## src/rtl/evt_pkg.sv

```systemverilog
package evt_pkg;
  localparam int DW = 32;
  localparam int CW = 2 * DW;
  localparam int AW = 8;

  localparam logic [AW-1:0] A_CTRL   = 8'h04;
  localparam logic [AW-1:0] A_STS    = 8'h08;
  localparam logic [AW-1:0] A_CNT_LO = 8'h10;
  localparam logic [AW-1:0] A_CNT_HI = 8'h14;

  localparam int CH_BASE   = 32;
  localparam int CH_STRIDE = 16;
  localparam int OFS_CFG   = 0;
  localparam int OFS_LO    = 8;
  localparam int OFS_HI    = 12;

  localparam int B_IEN = 0;
  localparam int B_LVL = 1;
  localparam int B_PER = 2;
  localparam int B_ARM = 3;
  localparam int B_CAP = 4;
endpackage

```

## src/rtl/evt_counter.sv

```systemverilog
module evt_counter
  import evt_pkg::*;
(
  input  logic          clk,
  input  logic          rst_n,
  input  logic          en_i,
  input  logic          lo_wr_i,
  input  logic          hi_wr_i,
  input  logic [DW-1:0] wdata_i,
  output logic [CW-1:0] cnt_o
);
  logic [CW-1:0] cnt_q, cnt_d;

  always_comb begin
    cnt_d = cnt_q;
    if (en_i) begin
      cnt_d = cnt_q + CW'(1);
    end else begin
      if (lo_wr_i) cnt_d[DW-1:0]  = wdata_i;
      if (hi_wr_i) cnt_d[CW-1:DW] = wdata_i;
    end
  end

  always_ff @(posedge clk or negedge rst_n) begin
    if (!rst_n) cnt_q <= '0;
    else        cnt_q <= cnt_d;
  end

  assign cnt_o = cnt_q;

  assert_cnt_step_R1: assert property (@(posedge clk) disable iff (!rst_n)
    en_i |=> cnt_q == $past(cnt_q) + CW'(1));

  assert_cnt_hold_R2: assert property (@(posedge clk) disable iff (!rst_n)
    (!en_i && !lo_wr_i && !hi_wr_i) |=> $stable(cnt_q));
endmodule

```

## src/rtl/evt_channel.sv

```systemverilog
module evt_channel
  import evt_pkg::*;
#(
  parameter bit CAN_PERIODIC = 1'b0
) (
  input  logic          clk,
  input  logic          rst_n,
  input  logic [CW-1:0] cnt_i,
  input  logic          gen_en_i,
  input  logic          cfg_wr_i,
  input  logic          lo_wr_i,
  input  logic          hi_wr_i,
  input  logic          sts_clr_i,
  input  logic [DW-1:0] wdata_i,
  output logic [DW-1:0] cfg_o,
  output logic [CW-1:0] cmp_o,
  output logic          sts_o,
  output logic          irq_o
);
  logic          ien_q, lvl_q, per_q, arm_q, edge_q, sts_q;
  logic          ien_d, lvl_d, per_d, arm_d, edge_d, sts_d;
  logic [CW-1:0] cmp_q, cmp_d, prd_q, prd_d;
  logic          hit, direct, cmp_wr;

  assign hit    = gen_en_i && (cnt_i == cmp_q);
  assign direct = arm_q || !per_q;
  assign cmp_wr = lo_wr_i || hi_wr_i;

  always_comb begin
    ien_d = ien_q;
    lvl_d = lvl_q;
    per_d = per_q;
    arm_d = arm_q;
    if (cfg_wr_i) begin
      ien_d = wdata_i[B_IEN];
      lvl_d = wdata_i[B_LVL];
      per_d = wdata_i[B_PER] & CAN_PERIODIC;
      arm_d = wdata_i[B_ARM];
    end else if (cmp_wr) begin
      arm_d = 1'b0;
    end
  end

  always_comb begin
    cmp_d = cmp_q;
    prd_d = prd_q;
    if (cmp_wr) begin
      if (lo_wr_i) begin
        prd_d[DW-1:0] = wdata_i;
        if (direct) cmp_d[DW-1:0] = wdata_i;
      end
      if (hi_wr_i) begin
        prd_d[CW-1:DW] = wdata_i;
        if (direct) cmp_d[CW-1:DW] = wdata_i;
      end
    end else if (hit && per_q) begin
      cmp_d = cmp_q + prd_q;
    end
  end

  assign edge_d = hit && ien_q && !lvl_q;
  assign sts_d  = (sts_q && !sts_clr_i) || (hit && ien_q && lvl_q);

  always_ff @(posedge clk or negedge rst_n) begin
    if (!rst_n) begin
      ien_q  <= 1'b0;
      lvl_q  <= 1'b0;
      per_q  <= 1'b0;
      arm_q  <= 1'b0;
      edge_q <= 1'b0;
      sts_q  <= 1'b0;
      cmp_q  <= '0;
      prd_q  <= '0;
    end else begin
      ien_q  <= ien_d;
      lvl_q  <= lvl_d;
      per_q  <= per_d;
      arm_q  <= arm_d;
      edge_q <= edge_d;
      sts_q  <= sts_d;
      cmp_q  <= cmp_d;
      prd_q  <= prd_d;
    end
  end

  always_comb begin
    cfg_o        = '0;
    cfg_o[B_IEN] = ien_q;
    cfg_o[B_LVL] = lvl_q;
    cfg_o[B_PER] = per_q;
    cfg_o[B_ARM] = arm_q;
    cfg_o[B_CAP] = CAN_PERIODIC;
  end

  assign cmp_o = cmp_q;
  assign sts_o = sts_q;
  assign irq_o = lvl_q ? sts_q : edge_q;

  assert_reload_R7: assert property (@(posedge clk) disable iff (!rst_n)
    (hit && per_q && !cmp_wr) |=> cmp_q == $past(cmp_q) + $past(prd_q));

  assert_oneshot_keep_R10: assert property (@(posedge clk) disable iff (!rst_n)
    (hit && !per_q && !cmp_wr) |=> $stable(cmp_q));

  assert_flag_clear_R8: assert property (@(posedge clk) disable iff (!rst_n)
    (cmp_wr && !cfg_wr_i) |=> !arm_q);

  assert_sts_level_R5: assert property (@(posedge clk) disable iff (!rst_n)
    $rose(sts_q) |-> $past(lvl_q && ien_q && gen_en_i));

  assert_sticky_R5: assert property (@(posedge clk) disable iff (!rst_n)
    (sts_q && !sts_clr_i) |=> sts_q);
endmodule

```

## src/rtl/evt_timer.sv

```systemverilog
module evt_timer
  import evt_pkg::*;
#(
  parameter int NUM_CH = 3
) (
  input  logic              clk,
  input  logic              rst_n,
  input  logic              bus_wr,
  input  logic [AW-1:0]     bus_addr,
  input  logic [DW-1:0]     bus_wdata,
  output logic [DW-1:0]     bus_rdata,
  output logic [NUM_CH-1:0] irq
);
  localparam int TOP_ADDR = CH_BASE + NUM_CH * CH_STRIDE;

  logic [1:0]          rsync_q;
  logic                rst_sn;
  logic                en_q, en_d;
  logic [CW-1:0]       cnt;
  logic [DW-1:0]       cfg_rd [NUM_CH];
  logic [CW-1:0]       cmp_rd [NUM_CH];
  logic [NUM_CH-1:0]   sts;
  logic [NUM_CH-1:0]   sts_clr;

  always_ff @(posedge clk or negedge rst_n) begin
    if (!rst_n) rsync_q <= 2'b00;
    else        rsync_q <= {rsync_q[0], 1'b1};
  end
  assign rst_sn = rsync_q[1];

  assign en_d = (bus_wr && bus_addr == A_CTRL) ? bus_wdata[0] : en_q;

  always_ff @(posedge clk or negedge rst_sn) begin
    if (!rst_sn) en_q <= 1'b0;
    else         en_q <= en_d;
  end

  evt_counter i_cnt (
    .clk     (clk),
    .rst_n   (rst_sn),
    .en_i    (en_q),
    .lo_wr_i (bus_wr && bus_addr == A_CNT_LO),
    .hi_wr_i (bus_wr && bus_addr == A_CNT_HI),
    .wdata_i (bus_wdata),
    .cnt_o   (cnt)
  );

  assign sts_clr = (bus_wr && bus_addr == A_STS) ? bus_wdata[NUM_CH-1:0] : '0;

  for (genvar g = 0; g < NUM_CH; g++) begin : g_ch
    localparam int BASE = CH_BASE + g * CH_STRIDE;
    evt_channel #(.CAN_PERIODIC(g == 0)) i_ch (
      .clk       (clk),
      .rst_n     (rst_sn),
      .cnt_i     (cnt),
      .gen_en_i  (en_q),
      .cfg_wr_i  (bus_wr && bus_addr == AW'(BASE + OFS_CFG)),
      .lo_wr_i   (bus_wr && bus_addr == AW'(BASE + OFS_LO)),
      .hi_wr_i   (bus_wr && bus_addr == AW'(BASE + OFS_HI)),
      .sts_clr_i (sts_clr[g]),
      .wdata_i   (bus_wdata),
      .cfg_o     (cfg_rd[g]),
      .cmp_o     (cmp_rd[g]),
      .sts_o     (sts[g]),
      .irq_o     (irq[g])
    );
  end

  always_comb begin
    bus_rdata = '0;
    case (bus_addr)
      A_CTRL:   bus_rdata = {{(DW-1){1'b0}}, en_q};
      A_STS:    bus_rdata = DW'(sts);
      A_CNT_LO: bus_rdata = cnt[DW-1:0];
      A_CNT_HI: bus_rdata = cnt[CW-1:DW];
      default: begin
        for (int i = 0; i < NUM_CH; i++) begin
          if (int'(bus_addr) == CH_BASE + i * CH_STRIDE + OFS_CFG) bus_rdata = cfg_rd[i];
          if (int'(bus_addr) == CH_BASE + i * CH_STRIDE + OFS_LO)  bus_rdata = cmp_rd[i][DW-1:0];
          if (int'(bus_addr) == CH_BASE + i * CH_STRIDE + OFS_HI)  bus_rdata = cmp_rd[i][CW-1:DW];
        end
      end
    endcase
  end

  initial begin
    assert_map_fits_R6: assert (TOP_ADDR <= (1 << AW) && NUM_CH >= 1 && NUM_CH <= DW);
  end

  assert_irq_gated_R3: assert property (@(posedge clk) disable iff (!rst_sn)
    ($past(!en_q) && !en_q && $stable(sts)) |-> ($countones(irq) <= $countones(sts)));
endmodule

```

## config.mk

```make
export PLATFORM = sky130hd
export DESIGN_NAME = evt_timer
export DESIGN_NICKNAME = d
export VERILOG_FILES = /design/src/rtl/evt_pkg.sv /design/src/rtl/evt_counter.sv /design/src/rtl/evt_channel.sv /design/src/rtl/evt_timer.sv
export SDC_FILE = /design/constraint.sdc
export NUM_CORES = 1
export LEC_CHECK = 0
export CELL_PAD_IN_SITES_DETAIL_PLACEMENT = 1
export CELL_PAD_IN_SITES_GLOBAL_PLACEMENT = 2
export CORE_UTILIZATION = 45
export CTS_CLUSTER_SIZE = 24
export DETAILED_ROUTE_END_ITERATION = 8
export DONT_BUFFER_PORTS = 1
export HOLD_SLACK_MARGIN = 0.15
export PLACE_DENSITY_LB_ADDON = 0.1
export SYNTH_ARGS = -nofsm -noshare
export SYNTH_HDL_FRONTEND = slang
export SYNTH_SLANG_ARGS = --single-unit
```

## constraint.sdc

```tcl
create_clock -name clk -period 24.9 [get_ports clk]
set_input_delay 3.735 -clock clk [delete_from_list [all_inputs] [get_ports clk]]
set_output_delay 3.735 -clock clk [all_outputs]
set_load 0.01 [all_outputs]
```

* After elaboration in Yosys (flattened, before gate mapping) *
Cells that the tools add are included.

word-level totals
  word-level logic and storage cells = 153
  ROM bits = 0
  bits in latches = 0
  flip-flop bits (word level) = 339
  memories kept = 0
  bits in writable memories = 0
  output and inout port bits = 35
  input port bits = 43

cells by class
  equality and inequality tests = 32
  $lt $le $gt $ge = 0
  reduce and logical (&&, ||, !) cells = 57
  divide/modulo/power cells = 0
  multipliers = 0
  mux-type cells = 34
  $add $sub $neg = 2
  shift-type cells = 0
  bitwise operators = 0

operators with widths
  kind                                                                     count
  32-bit two-way mux                                                       17
  64-bit two-way mux                                                       5
  64-bit equality test                                                     3
  32-bit case mux with 4 select lines                                      1
  8-bit by 7-bit equality test with 1-bit output, second input constant    9
  64-bit by 1-bit adder with 64-bit output, second input constant          1
  64-bit adder                                                             1
  8-bit by 6-bit equality test with 1-bit output, second input constant    6
  1-bit logical AND                                                        29
  8-bit equality test, second input constant                               3
  8-bit by 5-bit equality test with 1-bit output, second input constant    2
  2-bit by 1-bit inequality test with 1-bit output, second input constant  7
  2-bit AND reduction                                                      6
  2-bit nonzero test                                                       6
  1-bit two-way mux                                                        9
  8-bit by 3-bit equality test with 1-bit output, second input constant    1
  8-bit by 4-bit equality test with 1-bit output, second input constant    1
  1-bit logical NOT                                                        7
  1-bit logical OR                                                         7
  3-bit AND reduction                                                      2
  5-bit two-way mux                                                        1
  3-bit two-way mux                                                        1

* Depth between registers and ports, before layout *
  word-level depth = 11
  depth in mapped cells = 12
  depth with buffers taken out = 12

* Modules after synthesis *
Synthesis repeated with hierarchy kept, for this count alone.

unflattened totals
  cells, all modules = 2810
  area total of the unflattened synthesis = 25011.5 um2

modules (own cells, without submodules)
  module                           area an instance (um2)  cells each  times used  seq. area each (um2)
  evt_channel at g_ch[0].i_ch      10128.5                 1136        1           3353.2
  evt_channel at g_ch[1].i_ch ...  3560.9                  301         2           1726.7
  evt_counter                      4152.7                  513         1           1601.5
  evt_timer                        3608.5                  559         1           75.1

* Least setup slack after synthesis *
OpenSTA, ideal clock, no wires.

  kind = input port to output port
  start = input bus_addr[4]
  end = output bus_rdata[4]
  stages = 6
  arrival = 5583 ps
  slack = 15582 ps
  required time = 21165 ps
  path through = clkbuf_1 or4b_2 nor2_1 clkbuf_1 a22oi_1 a41oi_1

between the ends
  cells in the longest elaborated chain, start to end = 11
  elaborated cells on any way between the ends = 23
  those cells by class = 13 x eq/ne; 10 x mux

RTL lines
  element                                         line             text
  start: declaration                              evt_timer.sv:9   input logic [AW-1:0] bus_addr,
  8-bit by 7-bit equality test with 1-bit output  evt_timer.sv:78  if (int'(bus_addr) == CH_BASE + i * CH_STRIDE + OFS_CFG) bus_rdata = cfg_rd[i];
  5-bit two-way mux                               evt_timer.sv:78
  32-bit two-way mux                              evt_timer.sv:79  if (int'(bus_addr) == CH_BASE + i * CH_STRIDE + OFS_LO) bus_rdata = cmp_rd[i][DW-1:0];
  32-bit two-way mux                              evt_timer.sv:80  if (int'(bus_addr) == CH_BASE + i * CH_STRIDE + OFS_HI) bus_rdata = cmp_rd[i][CW-1:DW];
  32-bit two-way mux                              evt_timer.sv:78
  32-bit two-way mux                              evt_timer.sv:79
  32-bit two-way mux                              evt_timer.sv:80
  32-bit two-way mux                              evt_timer.sv:78
  32-bit two-way mux                              evt_timer.sv:79
  32-bit two-way mux                              evt_timer.sv:80
  32-bit case mux with 4 select lines *           evt_timer.sv:71  case (bus_addr)
  end: declaration                                evt_timer.sv:11  output logic [DW-1:0] bus_rdata,

Every way passes the cells marked *; elsewhere a longest branch is shown, timed or not.

* Worst setup path in the final report *
  start = input bus_addr[2]
  end = output bus_rdata[23]

between the ends
  cells in the longest elaborated chain, start to end = 10
  elaborated cells on any way between the ends = 21
  those cells by class = 12 x eq/ne; 9 x mux

RTL lines
  element                                         line
  8-bit by 7-bit equality test with 1-bit output  evt_timer.sv:79
  32-bit two-way mux                              evt_timer.sv:79
  32-bit two-way mux                              evt_timer.sv:80
  32-bit two-way mux                              evt_timer.sv:78
  32-bit two-way mux                              evt_timer.sv:79
  32-bit two-way mux                              evt_timer.sv:80
  32-bit two-way mux                              evt_timer.sv:78
  32-bit two-way mux                              evt_timer.sv:79
  32-bit two-way mux                              evt_timer.sv:80
  32-bit case mux with 4 select lines *           evt_timer.sv:71

Marks and branches as above.

==> impl_metrics.env <==
export IMPL_status="finished clean"
export IMPL_ys_warn_count=0
export IMPL_route_top_layer_used="met5"
export IMPL_io_pin_count=78
export IMPL_synth_async_sr_flop_share=1.00
export IMPL_dr_pass1_iters=7
export IMPL_synth_top_cell_area_share=0.372
export IMPL_setup_viol=0
export IMPL_synth_cells=2480
export IMPL_synth_sequential_area_ratio=0.372
export IMPL_grt_pass1_wl_mm=148
export IMPL_relSlewSlack=0.287
export IMPL_crit_type="primary input to output pin"
export IMPL_path_clk_slew_ns=0.05
export IMPL_wl_mm=103
export IMPL_cts_resized=0
export IMPL_cp_cell_sequence="or4b_1, nor2b_4, a22oi_1, a31oi_1"
export IMPL_root_buffer="clkbuf_16"
export IMPL_synth_nets=2588
export IMPL_core_area_um2=50100
export IMPL_worst_slew_pin_transition_ns=1.07
export IMPL_regArea_um2=8490
export IMPL_crit_fanout=34
export IMPL_p_switching_uw=802
export IMPL_clkLatencyLatePin_ns=0.58
export IMPL_grt_max_degree=69
export IMPL_fmax_ghz=0.100
export IMPL_numPortBuffers=0
export IMPL_yosys_cell_types_count=83
export IMPL_drive_gt1_frac=0.146
export IMPL_antenna_found_initial=2
export IMPL_hp_class="flip-flop to flip-flop"
export IMPL_peakVddDrop_uv=55.7
export IMPL_final_nets=2464
export IMPL_path_delay_family="simple AND/OR/NAND/NOR gates"
export IMPL_min_period_ns=9.99
export IMPL_first_iter_violations=2581
export IMPL_place_congestion=0.997
export IMPL_synth_edf_count=0
export IMPL_arrival_ns=6.25
export IMPL_cp_data_required_time_ns=21.16
export IMPL_die_y_um=227
export IMPL_maxSlewViolCount=0
export IMPL_drc=0
export IMPL_holdWs_ns=0.360
export IMPL_antenna_left=0
export IMPL_hold_viol=0
export IMPL_numCtsBuffers=42
export IMPL_final_common_cell="dfrtp_1"
export IMPL_via_count=20600
export IMPL_crit_path_start_kind="primary input"
export IMPL_grt_pass1_vias=21100
export IMPL_cts_tree="built"
export IMPL_crit_path_end_kind="output pin"
export IMPL_die_area_um2=51600
export IMPL_timing_final_crit_share=0.401
export IMPL_pwr_share_seq=0.406
export IMPL_max_stage_delay_ns=0.87
export IMPL_holdBufCountCts=0
export IMPL_drv_cap=0
export IMPL_drt_met1_wl_mm=41.0
export IMPL_hpwlAfterDp_mm=77.0
export IMPL_dominantRegCellSynth="dfrtp_1"
export IMPL_tns_ns=0
export IMPL_leakagePower_uw=0.0110
export IMPL_synth_area_leaders="dfrtp_1 37%, mux2_2 9.6%, xnor2_1 6.6%"
export IMPL_die_w_um=227
export IMPL_syn2layout_area_growth_pct=7.50
export IMPL_p_clk_frac=0.310
export IMPL_fp_row_count=82
export IMPL_multiInputGateArea_um2=13200
export IMPL_fin_cells=3059
export IMPL_filler_cell_count=5736
export IMPL_start_util=0.456
export IMPL_viasPerCell=6.74
export IMPL_cts_post_setup_buffers_inserted=0
export IMPL_htreeDepth=2
export IMPL_clockBufferDepth=3
export IMPL_crit_buf_inv=0
export IMPL_internal_power_uw=1200
export IMPL_synth_top_area_cell="dfrtp_1"
export IMPL_grt_overflow=0
export IMPL_power_density_nw_per_um2=81.6
export IMPL_grt_usage=0.401
export IMPL_final_cell_mix="337 x dfrtp_1, 220 x nand2_1, 194 x mux2_2"
export IMPL_rsz0062_at_grt="no"
export IMPL_synthesis_area_um2=22800
export IMPL_cts_sinks=339
export IMPL_ys_seq_elements=339
export IMPL_dpl_cell_count=2984
export IMPL_switching_share=0.401
export IMPL_p_comb_frac=0.284
export IMPL_dr_wl_met3_mm=7.76
export IMPL_routedWlPerCell_um=33.7
export IMPL_route_met2_wl_mm=47.8
export IMPL_syn_avg_cell_area_um2=9.20
export IMPL_crit_slowest_cell="nor2b_4"
export IMPL_skew_ns=0.0177
[registers in the layout, indices dropped and copies added (netlist names)]
| name | flops |
|---|---|
| rsync_q | 2 |
| g_ch.i_ch.edge_q | 3 |
| g_ch.i_ch.sts_o | 3 |
| g_ch.i_ch.cmp_o | 192 |
| g_ch.i_ch.arm_q | 3 |
| g_ch.i_ch.per_q | 1 |
| g_ch.i_ch.lvl_q | 3 |
| g_ch.i_ch.prd_q | 64 |
| i_cnt.cnt_o | 64 |
| en_q | 1 |
| g_ch.i_ch.ien_q | 3 |
[cell usage after synthesis, types with 36 or more instances]
master and instances:
xor2_1 75, ha_1 64, a21oi_1 154, o21ai_0 119
a31oi_1 65, xnor2_1 171, mux2_2 194, a22oi_1 38
nand3_1 55, nor2_1 129, a21o_1 48, clkbuf_1 161
nand4_1 78, inv_1 55, mux2i_1 50, dfrtp_1 339
nand2_1 225, a221oi_1 36
[logic make-up (layout without fill, tap and decap cells)]
kind of cell	count (synthesis)	in the layout	share of synthesized area
and+or+nand+nor	673	673	0.144
AOI/OAI and AO/OA	636	636	0.186
DFF	339	339	0.372
buffers and inverters	276	178	0.0499
xor gates and xnor gates	246	246	0.0945
muxes	244	244	0.118
adders and majority gates	65	65	0.0360
other	1	6	0.000164
[layer usage]
| metal | vias up | track usage |
|---|---|---|
| li1 | 8795 | - |
| met1 | 10600 | 0.511 |
| met2 | 955 | 0.647 |
| met3 | 280 | 0.0652 |
| met4 | 4 | 0.229 |
| met5 | - | 0 |
[area by class of cell]
class	instances	area share
clock inverters	10	0.00541
flip-flops and latches	339	0.346
multi-input cells	1865	0.539
repair buffers	53	0.0162
diodes	5	0.000510
clock buffers	60	0.0493
well taps	672	0.0343
inverters	55	0.00842
[stage by stage]
step	utilization	setup WS, ns	instance area (um2)	power [uW]
after floorplan	-	14.75	22800	1100
after global placement	0.463	15.04	23200	1350
after detailed placement	0.463	15.07	23200	1360
after CTS	0.489	15.06	24500	1980
after global routing	0.489	14.86	24500	2050
final	0.490	14.91	24500	2000
[power groups by stage]
stage | logic, uW | registers, uW | clock network, uW
floorplan | 431 | 668 | 0
global placement | 540 | 809 | 0
detailed placement | 549 | 810 | 0
CTS | 552 | 802 | 627
global route | 593 | 815 | 643
finish | 568 | 812 | 621
[worst paths after layout]
path / startpoint / end / slack (ns) / cells past startpoint
setup / recovery: bus_addr[2] / bus_rdata[23] / 14.91 / 4
setup reg to reg: i_cnt.cnt_o[40] / g_ch[0].i_ch.cmp_o[63] / 20.46 / 10
min in group asynchronous: rsync_q[1] / g_ch[0].i_ch.cmp_o[52] / 0.42 / 0
max in group asynchronous: rsync_q[1] / i_cnt.cnt_o[2] / 21.41 / 3
hold reg to reg: rsync_q[0] / rsync_q[1] / 0.36 / 0
hold / removal: rsync_q[0] / rsync_q[1] / 0.36 / 0
(Power assumes the default switching activity.)
